[src/rtl/ats_pkg.sv]
package ats_pkg;
    localparam int NUM_DEV     = 2;
    localparam int DEV_W       = $clog2(NUM_DEV);
    localparam int FIELD_W     = 5;
    localparam int EXT_TICKS   = 32;
    localparam int WORD_W      = 22;
    localparam int PIO_ACC_LSB = 0;
    localparam int PIO_REC_LSB = 5;
    localparam int EXT_BIT     = 10;
    localparam int DMA_ACC_LSB = 11;
    localparam int DMA_REC_LSB = 16;
    localparam int HALF_BIT    = 21;
    localparam int MAX_TICKS   = (1 << FIELD_W) - 1 + EXT_TICKS;
    localparam int CNT_W       = $clog2(2 * MAX_TICKS + 2);
    localparam logic [WORD_W-1:0] DEFAULT_WORD = 22'h074526;

    typedef enum logic [1:0] {PH_IDLE = 2'd0, PH_ACC = 2'd1, PH_REC = 2'd2} phase_e;

    typedef struct packed {
        logic [NUM_DEV-1:0][WORD_W-1:0] slot;
        logic [WORD_W-1:0]              active;
    } store_s;

    typedef struct packed {
        phase_e           ph;
        logic [CNT_W-1:0] cnt;
        logic [CNT_W-1:0] rec;
        logic             pend;
        logic             pend_dma;
        logic             done;
    } seq_s;
endpackage

[src/rtl/ats_word_store.sv]
module ats_word_store
    import ats_pkg::*;
(
    input  logic              clk,
    input  logic              rst_n,
    input  logic              wake_i,
    input  logic              cfg_we_i,
    input  logic [DEV_W-1:0]  cfg_dev_i,
    input  logic [WORD_W-1:0] cfg_word_i,
    input  logic              sel_i,
    input  logic [DEV_W-1:0]  sel_dev_i,
    output logic [WORD_W-1:0] active_o
);
    store_s st_d, st_q;

    always_comb begin
        st_d = st_q;
        if (cfg_we_i) st_d.slot[cfg_dev_i] = cfg_word_i;
        if (sel_i)    st_d.active = st_d.slot[sel_dev_i];
        if (wake_i) begin
            for (int i = 0; i < NUM_DEV; i++) st_d.slot[i] = DEFAULT_WORD;
            st_d.active = DEFAULT_WORD;
        end
    end

    always_ff @(posedge clk) begin
        if (!rst_n) begin
            for (int i = 0; i < NUM_DEV; i++) st_q.slot[i] <= DEFAULT_WORD;
            st_q.active <= DEFAULT_WORD;
        end else begin
            st_q <= st_d;
        end
    end

    assign active_o = st_q.active;

    AST_ACTIVE_HOLD: assert property (@(posedge clk) disable iff (!rst_n)
        (!sel_i && !wake_i) |=> $stable(active_o));
    AST_WAKE_DEFAULT: assert property (@(posedge clk) disable iff (!rst_n)
        wake_i |=> (active_o == DEFAULT_WORD));
endmodule

[src/rtl/ats_phase_calc.sv]
module ats_phase_calc
    import ats_pkg::*;
(
    input  logic [WORD_W-1:0] word_i,
    input  logic              dma_i,
    output logic [CNT_W-1:0]  acc_clks_o,
    output logic [CNT_W-1:0]  rec_clks_o
);
    logic [CNT_W-1:0] acc_t, rec_t;
    logic             half;

    always_comb begin
        half = 1'b0;
        if (dma_i) begin
            acc_t = CNT_W'(word_i[DMA_ACC_LSB +: FIELD_W]);
            rec_t = CNT_W'(word_i[DMA_REC_LSB +: FIELD_W]);
            half  = word_i[HALF_BIT];
            if (half) rec_t = (rec_t <= CNT_W'(1)) ? CNT_W'(1) : rec_t - CNT_W'(1);
        end else begin
            acc_t = CNT_W'(word_i[PIO_ACC_LSB +: FIELD_W]);
            rec_t = CNT_W'(word_i[PIO_REC_LSB +: FIELD_W]);
            if (word_i[EXT_BIT]) begin
                acc_t = acc_t + CNT_W'(EXT_TICKS);
                rec_t = rec_t + CNT_W'(EXT_TICKS);
            end
        end
        if (acc_t == '0) acc_t = CNT_W'(1);
        if (rec_t == '0) rec_t = CNT_W'(1);
        acc_clks_o = (acc_t << 1) + CNT_W'(half);
        rec_clks_o = rec_t << 1;
    end
endmodule

[src/rtl/ats_phase_seq.sv]
module ats_phase_seq
    import ats_pkg::*;
(
    input  logic             clk,
    input  logic             rst_n,
    input  logic             wake_i,
    input  logic             req_i,
    input  logic             dma_i,
    input  logic [CNT_W-1:0] acc_clks_i,
    input  logic [CNT_W-1:0] rec_clks_i,
    output logic             start_dma_o,
    output logic             strobe_o,
    output logic             busy_o,
    output logic             done_o
);
    seq_s sq_d, sq_q;

    assign start_dma_o = sq_q.pend ? sq_q.pend_dma : dma_i;

    always_comb begin
        sq_d      = sq_q;
        sq_d.done = 1'b0;
        unique case (sq_q.ph)
            PH_IDLE: begin
                if (req_i) begin
                    sq_d.ph  = PH_ACC;
                    sq_d.cnt = acc_clks_i - CNT_W'(1);
                    sq_d.rec = rec_clks_i;
                end
            end
            PH_ACC: begin
                if (req_i && !sq_q.pend) begin
                    sq_d.pend     = 1'b1;
                    sq_d.pend_dma = dma_i;
                end
                if (sq_q.cnt == '0) begin
                    sq_d.ph  = PH_REC;
                    sq_d.cnt = sq_q.rec - CNT_W'(1);
                end else begin
                    sq_d.cnt = sq_q.cnt - CNT_W'(1);
                end
            end
            PH_REC: begin
                if (sq_q.cnt == '0) begin
                    sq_d.done = 1'b1;
                    if (sq_q.pend || req_i) begin
                        sq_d.ph   = PH_ACC;
                        sq_d.cnt  = acc_clks_i - CNT_W'(1);
                        sq_d.rec  = rec_clks_i;
                        sq_d.pend = 1'b0;
                    end else begin
                        sq_d.ph = PH_IDLE;
                    end
                end else begin
                    sq_d.cnt = sq_q.cnt - CNT_W'(1);
                    if (req_i && !sq_q.pend) begin
                        sq_d.pend     = 1'b1;
                        sq_d.pend_dma = dma_i;
                    end
                end
            end
            default: sq_d.ph = PH_IDLE;
        endcase
        if (wake_i) sq_d = '0;
    end

    always_ff @(posedge clk) begin
        if (!rst_n) sq_q <= '0;
        else        sq_q <= sq_d;
    end

    assign strobe_o = (sq_q.ph == PH_ACC);
    assign busy_o   = (sq_q.ph != PH_IDLE) || sq_q.pend;
    assign done_o   = sq_q.done;

    AST_ACC_MIN: assert property (@(posedge clk) disable iff (!rst_n)
        ($rose(strobe_o) && !wake_i) |=> strobe_o);
    AST_REC_MIN: assert property (@(posedge clk) disable iff (!rst_n)
        ($fell(strobe_o) && !wake_i) |=> !strobe_o);
    AST_DONE_PULSE: assert property (@(posedge clk) disable iff (!rst_n)
        done_o |=> !done_o);
    AST_DONE_AFTER_REC: assert property (@(posedge clk) disable iff (!rst_n)
        $rose(done_o) |-> $past(sq_q.ph == PH_REC));
    AST_STROBE_BUSY: assert property (@(posedge clk) disable iff (!rst_n)
        strobe_o |-> busy_o);
    AST_HELD_START: assert property (@(posedge clk) disable iff (!rst_n)
        (sq_q.pend && sq_q.ph == PH_REC && sq_q.cnt == '0 && !wake_i) |=> (strobe_o && done_o));
endmodule

[src/rtl/ata_strobe_timer.sv]
module ata_strobe_timer
    import ats_pkg::*;
(
    input  logic              clk,
    input  logic              rst_n,
    input  logic              wake_i,
    input  logic              cfg_we_i,
    input  logic [DEV_W-1:0]  cfg_dev_i,
    input  logic [WORD_W-1:0] cfg_word_i,
    input  logic              sel_i,
    input  logic [DEV_W-1:0]  sel_dev_i,
    input  logic              req_i,
    input  logic              dma_i,
    output logic              strobe_o,
    output logic              busy_o,
    output logic              done_o
);
    logic [WORD_W-1:0] active_word;
    logic [CNT_W-1:0]  acc_clks, rec_clks;
    logic              start_dma;

    ats_word_store u_store (
        .clk        (clk),
        .rst_n      (rst_n),
        .wake_i     (wake_i),
        .cfg_we_i   (cfg_we_i),
        .cfg_dev_i  (cfg_dev_i),
        .cfg_word_i (cfg_word_i),
        .sel_i      (sel_i),
        .sel_dev_i  (sel_dev_i),
        .active_o   (active_word)
    );

    ats_phase_calc u_calc (
        .word_i     (active_word),
        .dma_i      (start_dma),
        .acc_clks_o (acc_clks),
        .rec_clks_o (rec_clks)
    );

    ats_phase_seq u_seq (
        .clk         (clk),
        .rst_n       (rst_n),
        .wake_i      (wake_i),
        .req_i       (req_i),
        .dma_i       (dma_i),
        .acc_clks_i  (acc_clks),
        .rec_clks_i  (rec_clks),
        .start_dma_o (start_dma),
        .strobe_o    (strobe_o),
        .busy_o      (busy_o),
        .done_o      (done_o)
    );
endmodule

[config.mk]
export PLATFORM = sky130hd
export DESIGN_NAME = ata_strobe_timer
export DESIGN_NICKNAME = d
export VERILOG_FILES = /design/src/rtl/ats_pkg.sv /design/src/rtl/ats_word_store.sv /design/src/rtl/ats_phase_calc.sv /design/src/rtl/ats_phase_seq.sv /design/src/rtl/ata_strobe_timer.sv
export SDC_FILE = /design/constraint.sdc
export NUM_CORES = 1
export LEC_CHECK = 0
export ABC_AREA = 1
export BUFFER_PORTS_ARGS = -buffer_cell sky130_fd_sc_hd__buf_2
export CAP_MARGIN = 15
export CORE_MARGIN = 2
export CORE_UTILIZATION = 55
export DETAILED_ROUTE_END_ITERATION = 6
export GPL_TIMING_DRIVEN = 0
export MAX_ROUTING_LAYER = met4
export PLACE_DENSITY = 0.74
export SLEW_MARGIN = 20
export SYNTH_ARGS = -nofsm -noshare
export SYNTH_HDL_FRONTEND = slang
export SYNTH_SLANG_ARGS = --single-unit
[constraint.sdc]
create_clock -name clk -period 2.2 [get_ports clk]
set_input_delay 0.33 -clock clk [delete_from_list [all_inputs] [get_ports clk]]
set_output_delay 0.33 -clock clk [all_outputs]
set_load 0.005 [all_outputs]
==> summary.md, run 1 <==
| Metric | Value |
|---|---|
| Tightest Pin Transition | 622 ps |
| First-pass GRT wire length | 16.4 mm |
| IO Port Bufs | 33 |
| Placed Area | 4360 um^2 |
| Critical Path Start | u_seq.sq_q[2]$_SDFFE_PP0P_ |
| Die ar. | 8100 um^2 |
| EDFF count, synth | 0 |
| Crit path depth | 16 |
| Final Max Tran Viols | 0 |
| Max-cap violation count | 0 |
| Die width | 90.0 um |
| Crit path DAT | 2440 ps |
| First-pass DRT Iterations | 4 |
| Synth top cells by count | nor2_1, dfxtp_1, nand2_1 |
| Syn_area_per_cell | 7.54 um^2 |
| Starting Density | 56.4% |
| FP Rows | 31 |
| Total GRT Usage | 25.1% |
| Slew Limit Headroom | 58.5% |
| CTS Root Cell | clkbuf_8 |
| Iter 0 DRT Violations | 236 |
| Tmin final | 2150 ps |
| WP data required | 2490 ps |
| Synth top area share | 41.3% |
| Reg clk slew, reported paths | 90 ps |
| CP most frequent cell | nand2_1 |
| Final setup viols | 0 |
| FF+latch count, synth | 84 |
| DR vias | 3720 |
| Crit-path max FO | 9 |
| Worst skew pair latency | 350 ps |
| Worst Setup Start Kind | flip-flop |
| Netlist cell types | 40 |
| Seq/Total Area, Yosys | 41.3% |
| Vias in the first global route | 3595 |
| Cell with the most instances after synthesis | nor2_1 |
| Fin Hold WS | 244 ps |
| CTS Hold Bufs | 0 |
| Synth Instances | 540 |
| CP cell instances | inv_2 > nand2_4 > nand2_8 > nand2_1 > nand2_2 > nor2_2 > a31oi_4 > ha_4 > nand2_2 > nor2_4 > nand2_2 > xor2_2 > nand2_1 > nand2_1 > nand2_1 > a21oi_2 |
| R2R setup slack | 50 ps |
| Syn Std Cell Area | 4070 um^2 |
| Clk_skew | 12.5 ps |
| Status | finished clean |
| Total congestion overflow | 0 |
| Worst path max stage delay | 380 ps |
| CTS tree | done |
| Total Wirelength | 9.63 mm |
| Worst Hold Depth | 3 |
| Final Cycle Share | 97.7% |
| CP delay by family, top | simple AND/OR/NAND/NOR gates |
| Hold Path Class | in -> reg |
| Post-Syn Nets | 581 |
| Avg WL per Cell | 14.0 um |
| Area growth, synth to finish | 14.2% |
| Core Box Area | 7210 um^2 |
| Largest net degree at the start of global routing | 14 |
| PD cells | 715 nW/um^2 |
| CP Capture Type | flip-flop |
| Vert. Die Dim | 90.0 um |
| Clk buf depth | 2 |
| Routed Antenna Nets | 0 |
| Leakage | 2.16 nW |
| # IOs | 34 |
| Share of cells above drive strength 1 | 14.1% |
| CTS sink count | 84 |
| RSZ-0062 raised after global routing | yes |
| Async set-reset flop share out of synthesis | 0% |
| Number of diodes | 0 |
| CTS Buf Count | 9 |
| Worst flop-to-flop path startpoint | u_seq.sq_q[2]$_SDFFE_PP0P_ |
| Vias per cell | 5.40 |
| Top cells by area, synth | dfxtp_1, nor2_1, nand2_1 |
| Hpwl dp | 7.18 mm |
| Synth warn | 0 |
| Slowest stage cell, crit path | dfxtp_4 |
| Setup WS pre-CTS | -141 ps |
| CTS HTree Levels | 3 |
| Peak supply drop | 0.741 mV |
| Initial antenna violation count | 0 |
| Fmax achieved | 465 MHz |
| Reg-to-reg endpoint | u_seq.sq_q[16]$_SDFFE_PP0P_ |
| Worst path buffer plus inverter count | 1 |
| Final WS setup | 50.7 ps |
| Critical path destination | u_seq.sq_q[16]$_SDFFE_PP0P_ |
| Cells on worst reg2reg path | 16 |
| Final Hold Vio Count | 0 |
| Fin nets | 627 |
| Post-route cell area | 4650 um^2 |
| Residual DRC | 0 |
| Synth area leader | dfxtp_1 |
| GPL Wtd Cong | 0.912 |
| Worst setup path category | reg -> reg |
| Post-synth top flop | dfxtp_1 |
## metrics by stage
step           total power [mW]  std cells  utilization, %  setup TNS, ps
4_1_cts                    3.32        688            63.8              0
3_3_place_gp               2.14        672            60.4          -55.2
2_1_floorplan              2.01        540               -              0
5_1_grt                    3.47        689            64.4           -152
6_report                   3.32        689            64.4              0
3_5_place_dp               2.15        672            60.4           -141
## cell usage in the layout, fill, tap and decap left out, drive strengths merged, types with 10 or more instances in the layout
cell	n
nand2	86
dfxtp	84
a21oi	41
buf	46
inv	59
clkbuf	25
ha	10
nor2	92
o21ai	42
mux2i	26
nand3	17
o22ai	11
## layer usage
layer  global-route usage (%)  vias up  share of wire (%)
met5                        -        -                  0
met4                     9.10        0                2.1
met3                     3.60       20                3.8
met2                     41.2       81                 47
met1                     31.8     1733                 47
li1                         -     1886                  -
## logic make-up after synthesis
logic type	count (synthesis)	synth area share, %
compound gates	122	18.6
mux	26	6.39
buf+inv	84	7.90
flops	84	41.3
simple gates	205	20.8
xor+xnor	9	1.94
fa+ha+maj	10	3.07
## where the power goes
| group | internal, mW | leakage [nW] | switching [mW] |
|---|---|---|---|
| Clock | 0.635 | 0.0956 | 0.545 |
| Combinational | 0.200 | 1.38 | 0.346 |
| Sequential | 1.57 | 0.685 | 0.0291 |
| Total | 2.40 | 2.16 | 0.920 |
## worst min path at each step
| stage | slack (ps) | startpoint | endpoint |
|---|---|---|---|
| final | 240 | cfg_word_i[9] | u_store.st_q[31]$_SDFF_PP0_ |
| after floorplan | 410 | u_store.st_q[30]$_SDFF_PP1_ | u_store.st_q[30]$_SDFF_PP1_ |
| after global routing | 270 | cfg_word_i[12] | u_store.st_q[56]$_SDFF_PP0_ |
| after global placement | 430 | u_store.st_q[46]$_SDFF_PP1_ | u_store.st_q[46]$_SDFF_PP1_ |
| after detailed placement | 430 | u_store.st_q[46]$_SDFF_PP1_ | u_store.st_q[46]$_SDFF_PP1_ |
| after CTS | 240 | cfg_word_i[9] | u_store.st_q[31]$_SDFF_PP0_ |
## repair_timing
item,CTS,global route
endpoints found under the hold margin,0,0
gates resized for setup,7,5
setup buffers,1,2
setup endpoints to repair,1,5
pin swaps,1,3
## flip-flops by register name (all words and copies together), names as in the netlist
name              count
u_seq.done_o          1
u_seq.sq_q           17
u_store.active_o     22
u_store.st_q         44
## layout make-up
cell class              count  area [um^2]
clock inverters             4         75.1
repair buffers             36          188
clock buffers              11          131
plain buffers              24         96.3
fillers                   655         2570
flip-flops and latches     84         1690
inverters                  59          221
well taps                  99          124
multi-input cells         372         2130
## worst register-to-register path: stages (launching register included)
cell and delay [ps]:
dfxtp_4 380, inv_2 100, nand2_4 90, nand2_8 100
nand2_1 70, nand2_2 130, nor2_2 70, a31oi_4 210
ha_4 170, nand2_2 60, nor2_4 110, nand2_2 70
xor2_2 200, nand2_1 70, nand2_1 60, nand2_1 60
a21oi_2 120
Note: power is estimated with default switching activity, not from simulation.
==> run 2: changes to the inputs <==
--- a/config.mk
+++ b/config.mk
@@ -8,12 +8,14 @@
 export ABC_AREA = 1
 export BUFFER_PORTS_ARGS = -buffer_cell sky130_fd_sc_hd__buf_2
 export CAP_MARGIN = 15
+export CORE_ASPECT_RATIO = 0.9
 export CORE_MARGIN = 2
 export CORE_UTILIZATION = 55
 export DETAILED_ROUTE_END_ITERATION = 6
 export GPL_TIMING_DRIVEN = 0
 export MAX_ROUTING_LAYER = met4
 export PLACE_DENSITY = 0.74
+export REMOVE_ABC_BUFFERS = 1
 export SLEW_MARGIN = 20
 export SYNTH_ARGS = -nofsm -noshare
 export SYNTH_HDL_FRONTEND = slang
==> summary.md, run 2 (synthesis gave the netlist of run 1 again) <==
| Metric | Value |
|---|---|
| Status | finished clean |
| Final core utilization | 65.6% |
| Initial antenna violation count | 0 |
| First-pass DRT Iterations | 5 |
| Fmax achieved | 477 MHz |
| CTS sink count | 84 |
| Final Non-Filler Cells | 669 |
| Placed Cells | 642 |
| Die width | 94.7 um |
| Clk buf depth | 2 |
| CTS Buf Count | 9 |
| Clk_skew | 17.7 ps |
| Placed Area | 4290 um^2 |
| Final Max Tran Viols | 0 |
| Core Box Area | 7110 um^2 |
| Worst Setup Start Kind | flip-flop |
| Peak supply drop | 0.420 mV |
| Crit path DAT | 2400 ps |
| Total GRT Usage | 25.0% |
| CTS Root Cell | clkbuf_8 |
| Hold Crit Endpoint | u_store.st_q[41]$_SDFF_PP0_ |
| Leading cell type in the layout, fill and taps excluded | nor2_1 |
| Max reg flops | 44 |
| Vert. Die Dim | 85.6 um |
| Slew Limit Headroom | 48.8% |
| Worst setup path category | reg -> reg |
| Worst skew pair latency | 370 ps |
| Share of cells above drive strength 1 | 17.5% |
| Vias in the first global route | 3416 |
| CP Capture Type | flip-flop |
| Starting Density | 57.2% |
| Post-route cell area | 4670 um^2 |
| Fin nets | 612 |
| CTS HTree Levels | 3 |
| Residual DRC | 0 |
| # IOs | 34 |
| Total Wirelength | 9.14 mm |
| First-pass GRT wire length | 15.5 mm |
| CTS Hold Bufs | 0 |
| Reg clk slew, reported paths | 90 ps |
| Final Hold Vio Count | 0 |
| CTS tree | done |
| R2R setup slack | 100 ps |
| Hpwl dp | 6.13 mm |
| Tmin final | 2100 ps |
| Tightest Pin Transition | 768 ps |
| Die ar. | 8110 um^2 |
| Crit-path max FO | 5 |
| Max-cap violation count | 0 |
| Worst flop-to-flop path startpoint | u_seq.sq_q[2]$_SDFFE_PP0P_ |
| Largest Register | u_store.st_q |
| Leakage | 2.17 nW |
| Reg-to-reg endpoint | u_seq.sq_q[16]$_SDFFE_PP0P_ |
| Largest net degree at the start of global routing | 42 |
| Total congestion overflow | 0 |
| PD cells | 686 nW/um^2 |
| HP Start | cfg_word_i[19] |
| Iter 0 DRT Violations | 207 |
| RSZ-0062 raised after global routing | yes |
| WP data required | 2500 ps |
| Worst Hold Depth | 3 |
| DR vias | 3682 |
| Vias per cell | 5.50 |
| Hold Path Class | in -> reg |
| Area growth, synth to finish | 14.6% |
| Number of diodes | 0 |
| FP Rows | 29 |
| Final Cycle Share | 95.4% |
| GPL Wtd Cong | 0.953 |
| Routed Antenna Nets | 0 |
| Final setup viols | 0 |
| Cells on worst reg2reg path | 15 |
| IO Port Bufs | 33 |
| Commonest cells after routing, fill and taps aside | nor2_1, dfxtp_1, nand2_1, inv_1, o21ai_0 |
| Avg WL per Cell | 13.7 um |
-- run 2: changes by cell type in the layout (fill, tap and decap cells not counted), moves of 2 or more --
cell,previous run,this run
nand2_1,78,74
clkbuf_1,16,0
nor2_4,1,3
nor2_1,90,87
inv_6,0,2
buf_4,4,11
buf_2,35,33
nand2_2,5,8
bufinv_16,2,0
buf_1,7,0
-- run 2: routing by layer --
layer	up-vias	share of wire (%)	global-route usage [%]
met1	1739	46	30.7
met2	78	48	40.7
met4	0	1.7	8.17
met3	15	4.4	5.62
li1	1850	-	-
met5	-	0	-
-- run 2: worst max-delay path by stage --
stage                                           from                           to
after detailed placement  u_seq.sq_q[2]$_SDFFE_PP0P_  u_seq.sq_q[16]$_SDFFE_PP0P_
after global routing      u_seq.sq_q[2]$_SDFFE_PP0P_  u_seq.sq_q[16]$_SDFFE_PP0P_
after global placement                         rst_n  u_seq.sq_q[10]$_SDFFE_PP0P_
after CTS                 u_seq.sq_q[2]$_SDFFE_PP0P_  u_seq.sq_q[16]$_SDFFE_PP0P_
after floorplan                                rst_n  u_seq.sq_q[10]$_SDFFE_PP0P_
final                     u_seq.sq_q[2]$_SDFFE_PP0P_  u_seq.sq_q[16]$_SDFFE_PP0P_
-- run 2: layout make-up --
type | count | area [um^2]
clock buffers | 10 | 138
clock inverters | 6 | 46.3
fillers | 643 | 2450
inverters | 59 | 224
multi-input cells | 372 | 2180
flip-flops and latches | 84 | 1690
well taps | 93 | 116
repair buffers | 45 | 275
-- run 2: repair_timing --
item,in CTS,in global routing
resized for setup,10,13
pin swaps,1,5
setup buffers,0,11
endpoints found under the setup margin,14,4
-- run 2: critical path, cell delays in order (launching register included) --
cell,delay [ps]
dfxtp_4,400
inv_4,60
nand2_4,110
nand3_1,150
nand2_4,140
nor2_2,70
a31oi_4,190
ha_4,170
nand2_2,60
nor2_4,100
nand2_2,70
xor2_2,200
nand2_1,90
nand2_1,60
nand2_1,60
a21oi_2,110
-- run 2: through the flow --
stage	setup WS [ps]	hold WS [ps]	total power, mW	TNS (ps)
after floorplan	-552	415	1.98	-15880
after global placement	-2180	425	2.12	-117440
after detailed placement	-232	433	2.14	-1030
after CTS	0.568	225	3.16	0
after global routing	-45.2	245	3.36	-45.2
final	102	228	3.20	0
-- run 2: power breakdown --
group	internal [mW]	total [mW]	leakage (nW)	switching, mW
Clock	0.448	1.03	0.0893	0.580
Combinational	0.223	0.573	1.40	0.349
Sequential	1.57	1.60	0.685	0.0293
Total	2.24	3.20	2.17	0.958
==> run 3: changes to the inputs <==
--- a/config.mk
+++ b/config.mk
@@ -5,16 +5,15 @@
 export SDC_FILE = /design/constraint.sdc
 export NUM_CORES = 1
 export LEC_CHECK = 0
-export ABC_AREA = 1
 export BUFFER_PORTS_ARGS = -buffer_cell sky130_fd_sc_hd__buf_2
 export CAP_MARGIN = 15
 export CORE_ASPECT_RATIO = 0.9
 export CORE_MARGIN = 2
-export CORE_UTILIZATION = 55
+export CORE_UTILIZATION = 60
 export DETAILED_ROUTE_END_ITERATION = 6
 export GPL_TIMING_DRIVEN = 0
 export MAX_ROUTING_LAYER = met4
-export PLACE_DENSITY = 0.74
+export PLACE_DENSITY = 0.79
 export REMOVE_ABC_BUFFERS = 1
 export SLEW_MARGIN = 20
 export SYNTH_ARGS = -nofsm -noshare
==> summary.md, run 3 <==
| Metric | Value |
|---|---|
| Status | finished clean |
| PD cells | 656 nW/um^2 |
| FP Rows | 30 |
| Busiest grt layer | met2 |
| Crit path DAT | 2370 ps |
| Vert. Die Dim | 88.8 um |
| Met3 global-route usage | 5.21% |
| Avg WL per Cell | 16.2 um |
| Total congestion overflow | 0 |
| Clk buf depth | 2 |
| Syn_area_per_cell | 7.43 um^2 |
| Seq/Total Area, Yosys | 35.1% |
| Netlist cell types | 45 |
| Core Box Area | 7660 um^2 |
| Final setup viols | 0 |
| CTS sink count | 84 |
| Routed Antenna Nets | 0 |
| Synth top area share | 35.1% |
| Total GRT Usage | 29.1% |
| Cells on worst reg2reg path | 10 |
| Top cells by area, synth | dfxtp_1, nand2_1, a21oi_1 |
| CP cell instances | mux2i_4 > buf_4 > o31ai_2 > ha_2 > nor3b_4 > nand2_1 > xor2_1 > o21ai_1 > a21oi_1 > a21oi_1 |
| Met1 Resource Use GR | 35.6% |
| Slowest stage cell, crit path | dfxtp_4 |
| Max reg flops | 44 |
| WP data required | 2460 ps |
| CP Capture Type | flip-flop |
| FF+latch count, synth | 84 |
| HP Start | cfg_word_i[16] |
| CTS HTree Levels | 3 |
| Post-synth top flop | dfxtp_1 |
| Fin Hold WS | 212 ps |
| Setup TNS | 0 ps |
| Slew Limit Headroom | 39.1% |
| Post-route cell area | 5260 um^2 |
| Worst path max stage delay | 380 ps |
| Residual DRC | 0 |
| Worst Setup Start Kind | flip-flop |
| Syn Std Cell Area | 4790 um^2 |
| Number of diodes | 0 |
| Reg-to-reg endpoint | u_seq.sq_q[16]$_SDFFE_PP0P_ |
| IO Port Bufs | 33 |
| First-pass DRT Iterations | 5 |
| Vias per cell | 6.26 |
| Worst skew pair latency | 370 ps |
| # IOs | 34 |
| Worst path buffer plus inverter count | 1 |
| Leakage | 1.98 nW |
| Critical Path Start | u_seq.sq_q[2]$_SDFFE_PP0P_ |
| Max-cap violation count | 0 |
| GPL Wtd Cong | 0.898 |
| Final Hold Vio Count | 0 |
| Peak supply drop | 0.361 mV |
| EDFF count, synth | 0 |
| Worst setup path category | reg -> reg |
| Starting Density | 62.6% |
| Commonest cells after routing, fill and taps aside | nand2_1, dfxtp_1, a21oi_1, nor2_1, o21ai_0 |
| Synth warn | 0 |
| Share of cells above drive strength 1 | 11.6% |
| CTS Root Cell | clkbuf_8 |
| Synth area leader | dfxtp_1 |
| Synth top cells by count | nand2_1, dfxtp_1, a21oi_1 |
| DR vias | 4658 |
| Final Max Tran Viols | 0 |
| Cell with the most instances after synthesis | nand2_1 |
| CTS Buf Count | 9 |
| Leading cell type in the layout, fill and taps excluded | nand2_1 |
| Async set-reset flop share out of synthesis | 0% |
| Fin nets | 684 |
| Synth Instances | 645 |
| Largest Register | u_store.st_q |
| M2 GR Usage | 49.1% |
| Largest net degree at the start of global routing | 67 |
| Hpwl dp | 7.75 mm |
| CTS tree | done |
| R2R setup slack | 90 ps |
| Vias in the first global route | 4284 |
| Die width | 98.2 um |
| Fmax achieved | 475 MHz |
| Reg clk slew, reported paths | 80 ps |
| Total Wirelength | 12.0 mm |
| Iter 0 DRT Violations | 323 |
| Hold Path Class | in -> reg |
| Initial antenna violation count | 0 |
| Placed Area | 4910 um^2 |
| CP most frequent cell | a21oi_1 |
| Worst Hold Depth | 3 |
| Tmin final | 2110 ps |
| Area growth, synth to finish | 9.76% |
| First-pass GRT wire length | 20.0 mm |
| Final Cycle Share | 95.7% |
| Crit-path max FO | 6 |
| Worst flop-to-flop path startpoint | u_seq.sq_q[2]$_SDFFE_PP0P_ |
| Tightest Pin Transition | 911 ps |
| Die ar. | 8720 um^2 |
| Clk_skew | 6.46 ps |
| Hold Crit Endpoint | u_store.st_q[38]$_SDFF_PP1_ |
| CP delay by family, top | compound AO/OA/AOI/OAI gates |
run 3: cell count changes in the layout (fill, tap and decap cells not counted), moves of 11 or more:
cell,previous run,this run
inv_1,55,14
nand2b_1,0,33
nand2_1,74,104
nor2_1,87,57
o211ai_1,3,26
a21oi_1,39,60
o221ai_1,5,21
mux2i_1,26,11
nand3_1,15,30
o21a_1,0,12
o22ai_1,11,0
o31ai_1,0,11
run 3: power by group:
| group | internal, mW | switching [mW] | leakage, nW |
|---|---|---|---|
| sequential | 1.57 | 0.0463 | 0.685 |
| combinational | 0.237 | 0.372 | 1.20 |
| clock | 0.639 | 0.588 | 0.102 |
run 3: area by class of cell:
cell class / count / area (um^2)
multi-input combinational: 494 / 2920
sequential: 84 / 1690
fill: 639 / 2400
clock buffer: 10 / 128
clock inverter: 6 / 88.8
timing repair buffer: 40 / 262
tap: 96 / 120
inverter: 14 / 52.6
run 3: timing repair:
| item | 4_1_cts | 5_1_grt |
|---|---|---|
| pin swaps | 1 | 3 |
| resized for setup | 11 | 9 |
| endpoints found under the setup margin | 34 | 13 |
| buffers inserted | 3 | 2 |
| cloned | 0 | 0 |
| hold buffers | 0 | 0 |
run 3: how the worst max path moves through the flow:
stage                                        end  depth (start not counted)
3_5_place_dp   u_store.active_o[11]$_SDFFE_PP0P_                          6
4_1_cts              u_seq.sq_q[16]$_SDFFE_PP0P_                         10
6_report             u_seq.sq_q[16]$_SDFFE_PP0P_                         10
2_1_floorplan        u_seq.sq_q[16]$_SDFFE_PP0P_                         10
5_1_grt              u_seq.sq_q[16]$_SDFFE_PP0P_                          9
3_3_place_gp   u_store.active_o[20]$_SDFFE_PP0P_                          6
run 3: worst min-delay path: stages:
cell     delay (ps)
buf_2           110
nand2_1          50
nand3_1          60
run 3: per-layer routing:
layer	wire length, um	part of all wire [%]
met3	665	5.5
met5	0	0
met2	5830	48
met1	5370	45
met4	169	1.4
run 3: cell families after synthesis:
kind of cell	count (synthesis)	share of synthesized area [%]
AO/OA/AOI/OAI	194	26.0
XOR/XNOR	13	2.38
adder cells (fa/ha/maj)	10	2.61
buffers and inverters	67	5.64
flip-flops	84	35.1
multiplexers	13	2.74
AND/OR/NAND/NOR	264	25.5
run 3: through the flow:
stage,utilization (%),power [mW],setup slack (ps),cells
5_1_grt,68.7,3.58,-2.68,744
4_1_cts,67.9,3.44,3.78,742
2_1_floorplan,-,2.01,-146,592
3_3_place_gp,63.5,2.19,-804,721
3_5_place_dp,64.1,2.22,-698,723
6_report,68.7,3.45,94.6,744
